File: config.mk
export PLATFORM = sky130hd
export DESIGN_NAME = rr_adc_seq
export DESIGN_NICKNAME = d
export VERILOG_FILES = /design/src/rtl/rr_adc_pkg.sv /design/src/rtl/rr_adc_clkdiv.sv /design/src/rtl/rr_adc_ctl.sv /design/src/rtl/rr_adc_shift.sv /design/src/rtl/rr_adc_bank.sv /design/src/rtl/rr_adc_seq.sv
export SDC_FILE = /design/constraint.sdc
export NUM_CORES = 1
export LEC_CHECK = 0
export BUFFER_PORTS_ARGS = -buffer_cell sky130_fd_sc_hd__buf_2
export CAP_MARGIN = 20
export CORE_UTILIZATION = 30
export DETAILED_ROUTE_END_ITERATION = 10
export GPL_ROUTABILITY_DRIVEN = 1
export SLEW_MARGIN = 5
export SYNTH_ARGS = -nofsm -noshare
export SYNTH_HDL_FRONTEND = slang
export SYNTH_HIERARCHICAL = 1
export SYNTH_SLANG_ARGS = --single-unit
File: constraint.sdc
create_clock -name clk_i -period 3.45 [get_ports clk_i]
set_input_delay 0.1725 -clock clk_i [delete_from_list [all_inputs] [get_ports clk_i]]
set_output_delay 0.1725 -clock clk_i [all_outputs]
set_load 0.03 [all_outputs]
File: src/rtl/rr_adc_pkg.sv
package rr_adc_pkg;
  localparam int N_CH       = 8;
  localparam int CH_W       = $clog2(N_CH);
  localparam int CNT_W      = CH_W + 1;
  localparam int FRAME_BITS = 16;
  localparam int BIT_W      = $clog2(FRAME_BITS + 1);
  localparam int W_A        = 12;
  localparam int W_B        = 15;
  localparam int W_C        = 16;

  typedef enum logic [1:0] {
    MODE_A  = 2'b00,
    MODE_B  = 2'b01,
    MODE_C  = 2'b10,
    MODE_C2 = 2'b11
  } mode_e;

  function automatic logic [CNT_W-1:0] max_ch(mode_e m);
    return (m == MODE_A) ? CNT_W'(N_CH / 2) : CNT_W'(N_CH);
  endfunction

  function automatic logic [CH_W-1:0] last_idx(mode_e m, logic [CNT_W-1:0] n);
    logic [CNT_W-1:0] lim;
    logic [CNT_W-1:0] k;
    lim = max_ch(m);
    if (n == '0)     k = CNT_W'(1);
    else if (n > lim) k = lim;
    else             k = n;
    return CH_W'(k - 1'b1);
  endfunction

  function automatic logic [FRAME_BITS-1:0] samp_mask(mode_e m);
    int w;
    case (m)
      MODE_A:  w = W_A;
      MODE_B:  w = W_B;
      default: w = W_C;
    endcase
    return FRAME_BITS'((33'd1 << w) - 33'd1);
  endfunction
endpackage

File: src/rtl/rr_adc_clkdiv.sv
module rr_adc_clkdiv #(
  parameter int DIV = 2
) (
  input  logic clk_i,
  input  logic rst_ni,
  input  logic run_i,
  output logic tick_o
);
  localparam int CW = (DIV > 1) ? $clog2(DIV) : 1;

  logic [CW-1:0] cnt_q;

  assign tick_o = run_i && (cnt_q == CW'(DIV - 1));

  always_ff @(posedge clk_i or negedge rst_ni) begin
    if (!rst_ni)               cnt_q <= '0;
    else if (!run_i || tick_o) cnt_q <= '0;
    else                       cnt_q <= cnt_q + 1'b1;
  end
endmodule

File: src/rtl/rr_adc_ctl.sv
module rr_adc_ctl
  import rr_adc_pkg::*;
#(
  parameter int GAP_CYC = 2
) (
  input  logic             clk_i,
  input  logic             rst_ni,
  input  logic             en_i,
  input  mode_e            mode_i,
  input  logic [CNT_W-1:0] cnt_i,
  input  logic             tick_i,
  output logic             run_o,
  output logic             rise_o,
  output logic             done_o,
  output logic             sclk_o,
  output logic             cs_n_o,
  output logic [CH_W-1:0]  chan_o,
  output logic [CH_W-1:0]  last_o,
  output mode_e            mode_o
);
  localparam int GW = $clog2(GAP_CYC + 1);

  typedef enum logic [1:0] {ST_IDLE, ST_CLK, ST_GAP} st_e;

  st_e              st_q;
  logic             sclk_q;
  logic [BIT_W-1:0] bit_q;
  logic [GW-1:0]    gap_q;
  logic [CH_W-1:0]  chan_q, last_q;
  mode_e            mode_q;

  assign run_o  = (st_q == ST_CLK);
  assign rise_o = run_o && tick_i && !sclk_q;
  assign done_o = run_o && tick_i && sclk_q && (bit_q == BIT_W'(FRAME_BITS));
  assign sclk_o = sclk_q;
  assign cs_n_o = !run_o;
  assign chan_o = chan_q;
  assign last_o = last_q;
  assign mode_o = mode_q;

  always_ff @(posedge clk_i or negedge rst_ni) begin
    if (!rst_ni) begin
      st_q   <= ST_IDLE;
      sclk_q <= 1'b0;
      bit_q  <= '0;
      gap_q  <= '0;
      chan_q <= '0;
      last_q <= '0;
      mode_q <= MODE_A;
    end else begin
      case (st_q)
        ST_IDLE: if (en_i) begin
          st_q   <= ST_CLK;
          chan_q <= '0;
          mode_q <= mode_i;
          last_q <= last_idx(mode_i, cnt_i);
          bit_q  <= '0;
          sclk_q <= 1'b0;
        end
        ST_CLK: if (tick_i) begin
          if (!sclk_q) begin
            sclk_q <= 1'b1;
            bit_q  <= bit_q + 1'b1;
          end else begin
            sclk_q <= 1'b0;
            if (bit_q == BIT_W'(FRAME_BITS)) begin
              st_q  <= ST_GAP;
              gap_q <= '0;
            end
          end
        end
        ST_GAP: begin
          if (gap_q == GW'(GAP_CYC - 1)) begin
            bit_q <= '0;
            if (!en_i) begin
              st_q   <= ST_IDLE;
              chan_q <= '0;
            end else begin
              st_q <= ST_CLK;
              if (chan_q == last_q) begin
                // round boundary: new format and count apply here
                chan_q <= '0;
                mode_q <= mode_i;
                last_q <= last_idx(mode_i, cnt_i);
              end else begin
                chan_q <= chan_q + 1'b1;
              end
            end
          end else begin
            gap_q <= gap_q + 1'b1;
          end
        end
        default: st_q <= ST_IDLE;
      endcase
    end
  end
endmodule

File: src/rtl/rr_adc_shift.sv
module rr_adc_shift
  import rr_adc_pkg::*;
(
  input  logic                  clk_i,
  input  logic                  rst_ni,
  input  logic                  rise_i,
  input  logic                  sdi_i,
  input  mode_e                 mode_i,
  output logic [FRAME_BITS-1:0] data_o
);
  logic [FRAME_BITS-1:0] sh_q;

  always_ff @(posedge clk_i or negedge rst_ni) begin
    if (!rst_ni)     sh_q <= '0;
    else if (rise_i) sh_q <= {sh_q[FRAME_BITS-2:0], sdi_i};
  end

  // leading frame bits beyond the sample width are dropped
  assign data_o = sh_q & samp_mask(mode_i);
endmodule

File: src/rtl/rr_adc_bank.sv
module rr_adc_bank #(
  parameter int N  = 8,
  parameter int DW = 16,
  parameter int AW = $clog2(N)
) (
  input  logic          clk_i,
  input  logic          rst_ni,
  input  logic          we_i,
  input  logic [AW-1:0] waddr_i,
  input  logic [DW-1:0] wdata_i,
  input  logic [AW-1:0] raddr_i,
  output logic [DW-1:0] rdata_o
);
  logic [DW-1:0] mem_q [N];

  for (genvar g = 0; g < N; g++) begin : g_reg
    always_ff @(posedge clk_i or negedge rst_ni) begin
      if (!rst_ni)                            mem_q[g] <= '0;
      else if (we_i && (waddr_i == AW'(g)))   mem_q[g] <= wdata_i;
    end
  end

  assign rdata_o = mem_q[raddr_i];
endmodule

File: src/rtl/rr_adc_seq.sv
module rr_adc_seq
  import rr_adc_pkg::*;
#(
  parameter int DIV_HALF = 2,
  parameter int GAP_CYC  = 2
) (
  input  logic                  clk_i,
  input  logic                  rst_ni,
  input  logic                  en_i,
  input  logic [1:0]            mode_i,
  input  logic [CNT_W-1:0]      chan_cnt_i,
  input  logic                  sdi_i,
  input  logic [CH_W-1:0]       rd_addr_i,
  output logic                  sclk_o,
  output logic                  cs_n_o,
  output logic [CH_W-1:0]       sel_o,
  output logic [FRAME_BITS-1:0] rd_data_o
);
  logic                  run, tick, rise, done;
  logic [CH_W-1:0]       chan, last_lat;
  mode_e                 mode_lat;
  logic [FRAME_BITS-1:0] samp;

  rr_adc_clkdiv #(.DIV(DIV_HALF)) u_div (
    .clk_i  (clk_i),
    .rst_ni (rst_ni),
    .run_i  (run),
    .tick_o (tick)
  );

  rr_adc_ctl #(.GAP_CYC(GAP_CYC)) u_ctl (
    .clk_i  (clk_i),
    .rst_ni (rst_ni),
    .en_i   (en_i),
    .mode_i (mode_e'(mode_i)),
    .cnt_i  (chan_cnt_i),
    .tick_i (tick),
    .run_o  (run),
    .rise_o (rise),
    .done_o (done),
    .sclk_o (sclk_o),
    .cs_n_o (cs_n_o),
    .chan_o (chan),
    .last_o (last_lat),
    .mode_o (mode_lat)
  );

  rr_adc_shift u_shift (
    .clk_i  (clk_i),
    .rst_ni (rst_ni),
    .rise_i (rise),
    .sdi_i  (sdi_i),
    .mode_i (mode_lat),
    .data_o (samp)
  );

  rr_adc_bank #(.N(N_CH), .DW(FRAME_BITS), .AW(CH_W)) u_bank (
    .clk_i   (clk_i),
    .rst_ni  (rst_ni),
    .we_i    (done),
    .waddr_i (chan),
    .wdata_i (samp),
    .raddr_i (rd_addr_i),
    .rdata_o (rd_data_o)
  );

  // format A: top select line unused, two lines go straight to the converter
  assign sel_o = (mode_lat == MODE_A) ? {1'b0, chan[CH_W-2:0]} : chan;
endmodule

# After elaboration in Yosys (flattened, before gate mapping)
# Cells that the tools add are included.
[classes]
add_sub_neg = 7
mul = 0
div_mod_pow = 0
order_cmp = 2
eq_ne = 22
shift = 1
n_mux = 51
bitwise = 2
reduce_logical = 31
[op_table]
columns = ["cell", "n"]
rows = [
  ["3-bit two-way mux", 17],
  ["16-bit binary-select mux with 3-bit select", 1],
  ["16-bit two-way mux", 2],
  ["2-bit two-way mux", 13],
  ["5-bit two-way mux", 4],
  ["5-bit AND reduction", 4],
  ["16-bit bitwise AND", 1],
  ["1-bit by 5-bit << shifter with 16-bit output (first input constant)", 1],
  ["16-bit by 1-bit subtractor with 16-bit output (second input constant)", 1],
  ["5-bit case mux with 3 select lines", 1],
  ["1-bit logical AND", 13],
  ["3-bit equality test (second input constant)", 4],
  ["2-bit != test (second input constant)", 6],
  ["3-bit case mux with 2 select lines", 2],
  ["5-bit case mux with 2 select lines", 1],
  ["2-bit case mux with 2 select lines", 2],
  ["2-bit by 1-bit equality test with 1-bit output (second input constant)", 3],
  ["3-bit by 2-bit equality test with 1-bit output (second input constant)", 2],
  ["2-bit logical NOT", 3],
  ["2-bit by 1-bit != test with 1-bit output (second input constant)", 3],
  ["2-bit case mux with 3 select lines", 1],
  ["3-bit AND reduction", 2],
  ["2-bit nonzero test", 3],
  ["3-bit by 1-bit subtractor with 3-bit output (second input constant)", 2],
  ["19 further kinds", 24],
]
[totals]
ff_bits = 163
latch_bits = 0
ramBits = 0
romBits = 0
output_inout_bits = 21
word_cells = 133
memories = 0

# Longest topological paths before layout
[logic_depth]
depth_word = 14
ltp_mapped = 13
ltp_nobuf = 9

# Modules after synthesis
# Netlist, hierarchy kept.
[modules_own_cells]
columns = ["module", "instances", "cells_each", "area_per_inst_um2"]
rows = [
  ["rr_adc_bank", 1, 336, 5930.7],
  ["rr_adc_ctl", 1, 108, 1062.3],
  ["rr_adc_shift", 1, 52, 747.0],
  ["rr_adc_clkdiv", 1, 3, 41.3],
  ["rr_adc_seq", 1, 1, 7.5],
]

# Worst setup path before layout
# No wires, ideal clock.
[synth_path]
kind = "register -> register"
from = "reg u_ctl.st_q[0]"
to = "reg u_bank/mem_q[85] (netlist name)"
setup_ns = 0.125
arrival_time_ns = 2.871
required_ns = 3.325
path_slack_ns = 0.454
stages_incl_launch_ff = 13
path_buffers = 4
synth_period_minus_slack_ns = 2.996
cell_sequence = "dfrtp_1 clkbuf_1 nand2_1 inv_1 and2_2 nand4_1 or3_1 nor2_1 buf_4 nor4bb_1 buf_2 buf_4 mux2_2"
[synth_between]
elab_chain_cells = 6
[synth_rtl]
columns = ["item", "line", "text"]
rows = [
  ["start, declared", "rr_adc_ctl.sv:25", "st_e st_q;"],
  ["start signal, assigned", "rr_adc_ctl.sv:43", "st_q <= ST_IDLE;"],
  ["start signal, assigned", "rr_adc_ctl.sv:53", "st_q <= ST_CLK;"],
  ["start signal, assigned", "rr_adc_ctl.sv:67", "st_q <= ST_GAP;"],
  ["2-bit by 1-bit equality test with 1-bit output", "rr_adc_ctl.sv:32", "assign run_o = (st_q == ST_CLK);"],
  ["via run", "rr_adc_seq.sv:19", "logic run, tick, rise, done;"],
  ["1-bit logical AND", "rr_adc_clkdiv.sv:13", "assign tick_o = run_i && (cnt_q == CW'(DIV - 1));"],
  ["via tick", "rr_adc_seq.sv:19", ""],
  ["1-bit logical AND (3 in series)", "rr_adc_ctl.sv:34", "assign done_o = run_o && tick_i && sclk_q && (bit_q == BIT_W'(FRAME_BITS));"],
  ["via done", "rr_adc_seq.sv:19", ""],
  ["1-bit logical AND", "rr_adc_bank.sv:19", "else if (we_i && (waddr_i == AW'(g))) mem_q[g] <= wdata_i;"],
  ["end signal, assigned by index", "rr_adc_bank.sv:19", ""],
  ["end, declared", "rr_adc_bank.sv:14", "logic [DW-1:0] mem_q [N];"],
]
# The timed path passes the listed nets, and every way through them passes these cells.
# A chain may end at the register's enable or synchronous reset.

# Final worst setup path
[layout_path]
from = "reg u_ctl.st_q[1]"
to = "reg u_bank/mem_q[59] (netlist name)"
# The elaborated chain is that of the path after synthesis.

==> impl_metrics.tcl <==
set metrics [dict create \
    drt_iter0_markers 147 \
    grt_max_degree 80 \
    ys_ff_latch 163 \
    yosys-top-cells-area "dfrtp_1 (52%), mux2_2 (22%), mux4_1 (9.4%)" \
    stdcell_count 872 \
    first_pass_iters 4 \
    grtUsageMet3 0.0361 \
    yosysTopAreaCellShare 0.524 \
    grt_setup_unrepaired "false" \
    yosysMostFrequentCell "dfrtp_1" \
    route.detailed.drc 0 \
    yosys.area.top_type "dfrtp_1" \
    antenna_found_initial 1 \
    layout-drive-gt1-share 0.479 \
    ios 34 \
    antenna_left 0 \
    htreeDepth 4 \
    cpLargestDelayFamily "simple AND/OR/NAND/NOR gates" \
    crit_fanout 16 \
    preCtsSetupSlack_ns 0.524 \
    grtUsageTotal 0.131 \
    grt_pass1_vias 4644 \
    hpwl_um 9950 \
    synth-edff-count 0 \
    worst-path-stages 11 \
    postCtsHoldBufs 1 \
    vias 4270 \
    drt-total-wl_um 16000 \
    leakage_nw 4.45 \
    cts_buffers 17 \
    ys_warn_count 6 \
    syn_area_um2 7790 \
    dp.cells 840 \
    cap_violations 0 \
    worst_path_max_delay_cell "dfrtp_1" \
    cp_cell_sequence "inv_1, nand2_1, inv_1, and2_2, nand4_1, or3_1, nor2_1, buf_4, nor4bb_4, buf_4, mux2_2" \
    irDropWorstVdd_v 0.000277 \
    maxSlewHeadroom 0.460 \
    place_congestion 0.800 \
    hold_depth 2 \
    tightestPinTransition_ns 0.810 \
    post_cts_buffers 0 \
    fin_nets 550 \
    overflow 0 \
    grt_pass1_wl_um 26000 \
    outcome "finished, final reports clean" \
    utilization 0.352 \
    synth_cell_types 47 \
    worstRegToRegCells 11 \
    fmax_mhz 340 \
    powerDensity_nw_per_um2 578 \
    die_w_um 163 \
    finalSetupViolCount 0 \
    critPathArrivalTime_ns 3.25 \
    syn_area_per_cell_um2 15.6 \
    cts-root-buf "clkbuf_16" \
    die_y_um 163 \
    finalSetupTns_ns 0 \
    grt_busiest_layer "met2" \
    cp_slowest_stage_delay_ns 0.48 \
    fin_ws_ns 0.505 \
    worstSetupPathType "flip-flop to flip-flop" \
    cts_buffer_depth 2 \
    critPathBufInv 4 \
    fin_crit_sh 0.854 \
    num_rows 58 \
    path_clk_slew_ns 0.06 \
    synth_flop_cell "dfrtp_1" \
    drv_slew 0 \
    cp.required_ns 3.75 \
    end_kind "flip-flop" \
    worst_setup_path_start_kind "flip-flop" \
    synthTopCellsByCount "dfrtp_1 (163), mux2_2 (153), mux4_1 (28)" \
    io_buffers 33 \
    fin_crit_ns 2.94 \
    fillCellCount 2391 \
    via_per_inst 4.90 \
    timing.hold.ws_ns 0.0287 \
    grt.met2_usage 0.215 \
    worstSkewPairLatency_ns 0.42 \
    areaGrowthSynthToFinish_pct 14.5 \
    finalHoldViolCount 0 \
    tritoncts "yes" \
    cts-resized-gates 0 \
    synth_cells 500 \
    coreArea_um2 25300 \
    fin_skew_ns 0.0116 \
    met1_usage 0.168 \
    die-area_um2 26600 \
    ys_async_sr_fraction 1.00 \
    wl_per_cell_um 18.3 \
    clock_sinks 163 \
    hp-class "primary input to flip-flop" \
    initial_utilization 0.308 \
    seq_area_frac_synth 0.524 \
]
[layer usage]
metal / up-vias / share of wire
li1: 1918 / -
met1: 2275 / 0.46
met2: 62 / 0.50
met3: 15 / 0.030
met4: 0 / 0.011
met5: - / 0
[registers in the layout (all words and copies together), names as in the netlist, 2 cells and up]
| signal | cells |
|---|---|
| u_bank/mem_q | 128 |
| u_ctl/st_q | 2 |
| u_ctl/bit_q | 5 |
| u_ctl/mode_o | 2 |
| u_ctl/gap_q | 2 |
| u_shift/sh_q | 16 |
| u_ctl/chan_o | 3 |
| u_ctl/last_o | 3 |
[cell type report]
class                           instances  area [um2]  share of cell area
Clock buffer                           18         439              0.0492
Timing Repair Buffer                   47         292              0.0327
Sequential cell                       163        4080               0.457
Antenna cell                            1        2.50            0.000281
Clock inverter                         12         180              0.0202
Multi-Input combinational cell        293        3490               0.391
Inverter                                8        30.0             0.00337
Tap cell                              330         413              0.0463
[stage by stage]
stage	area, um2	power, mW
final	8920	5.16
after global routing	8920	5.40
after CTS	8920	5.21
after detailed placement	8290	3.20
after global placement	8290	3.15
after floorplan	7790	3.00
[where the power goes]
group          leakage, nW  switching, mW  internal [mW]
registers             2.23          0.256           2.10
logic                 1.93          0.387          0.422
clock network        0.299          0.761           1.23
[cell families after synthesis]
| family | after synthesis | synth area share |
|---|---|---|
| buffers and inverters | 45 | 0.0350 |
| XOR/XNOR | 7 | 0.00787 |
| adder cells (fa/ha/maj) | 7 | 0.0112 |
| other | 1 | 0.000481 |
| multiplexers | 201 | 0.356 |
| flip-flops | 163 | 0.524 |
| AO/OA/AOI/OAI | 24 | 0.0209 |
| AND/OR/NAND/NOR | 52 | 0.0453 |
[path summary, 6_finish.rpt]
path | from | endpoint | slack, ns
setup / recovery | u_ctl/st_q[1]$_DFFE_PN0P_ | u_bank/mem_q[59]$_DFFE_PN0P_ | 0.51
hold / removal | sdi_i | u_shift/sh_q[0]$_DFFE_PN0P_ | 0.03
setup reg to reg | u_ctl/st_q[1]$_DFFE_PN0P_ | u_bank/mem_q[59]$_DFFE_PN0P_ | 0.51
hold reg to reg | u_bank/mem_q[74]$_DFFE_PN0P_ | u_bank/mem_q[74]$_DFFE_PN0P_ | 0.50
max in group asynchronous | rst_ni | u_ctl/bit_q[1]$_DFFE_PN0P_ | 2.17
min in group asynchronous | rst_ni | u_bank/mem_q[4]$_DFFE_PN0P_ | 0.36
[cells in the final DEF (no fill, tap or decap), types with 5 or more instances in the layout]
cell type  synthesis  routed
buf_2              9      32
buf_4              4      12
clkbuf_16          0      17
dfrtp_1          163     163
ha_1               7       7
inv_1              8       8
mux2_2           153     153
mux2_4            12      12
mux4_1            28      28
nand2_1            7       7
nor2_1            12      12
nor2b_1            5       5
o21ai_0           11      11
Note: power is estimated with default switching activity, not from simulation.
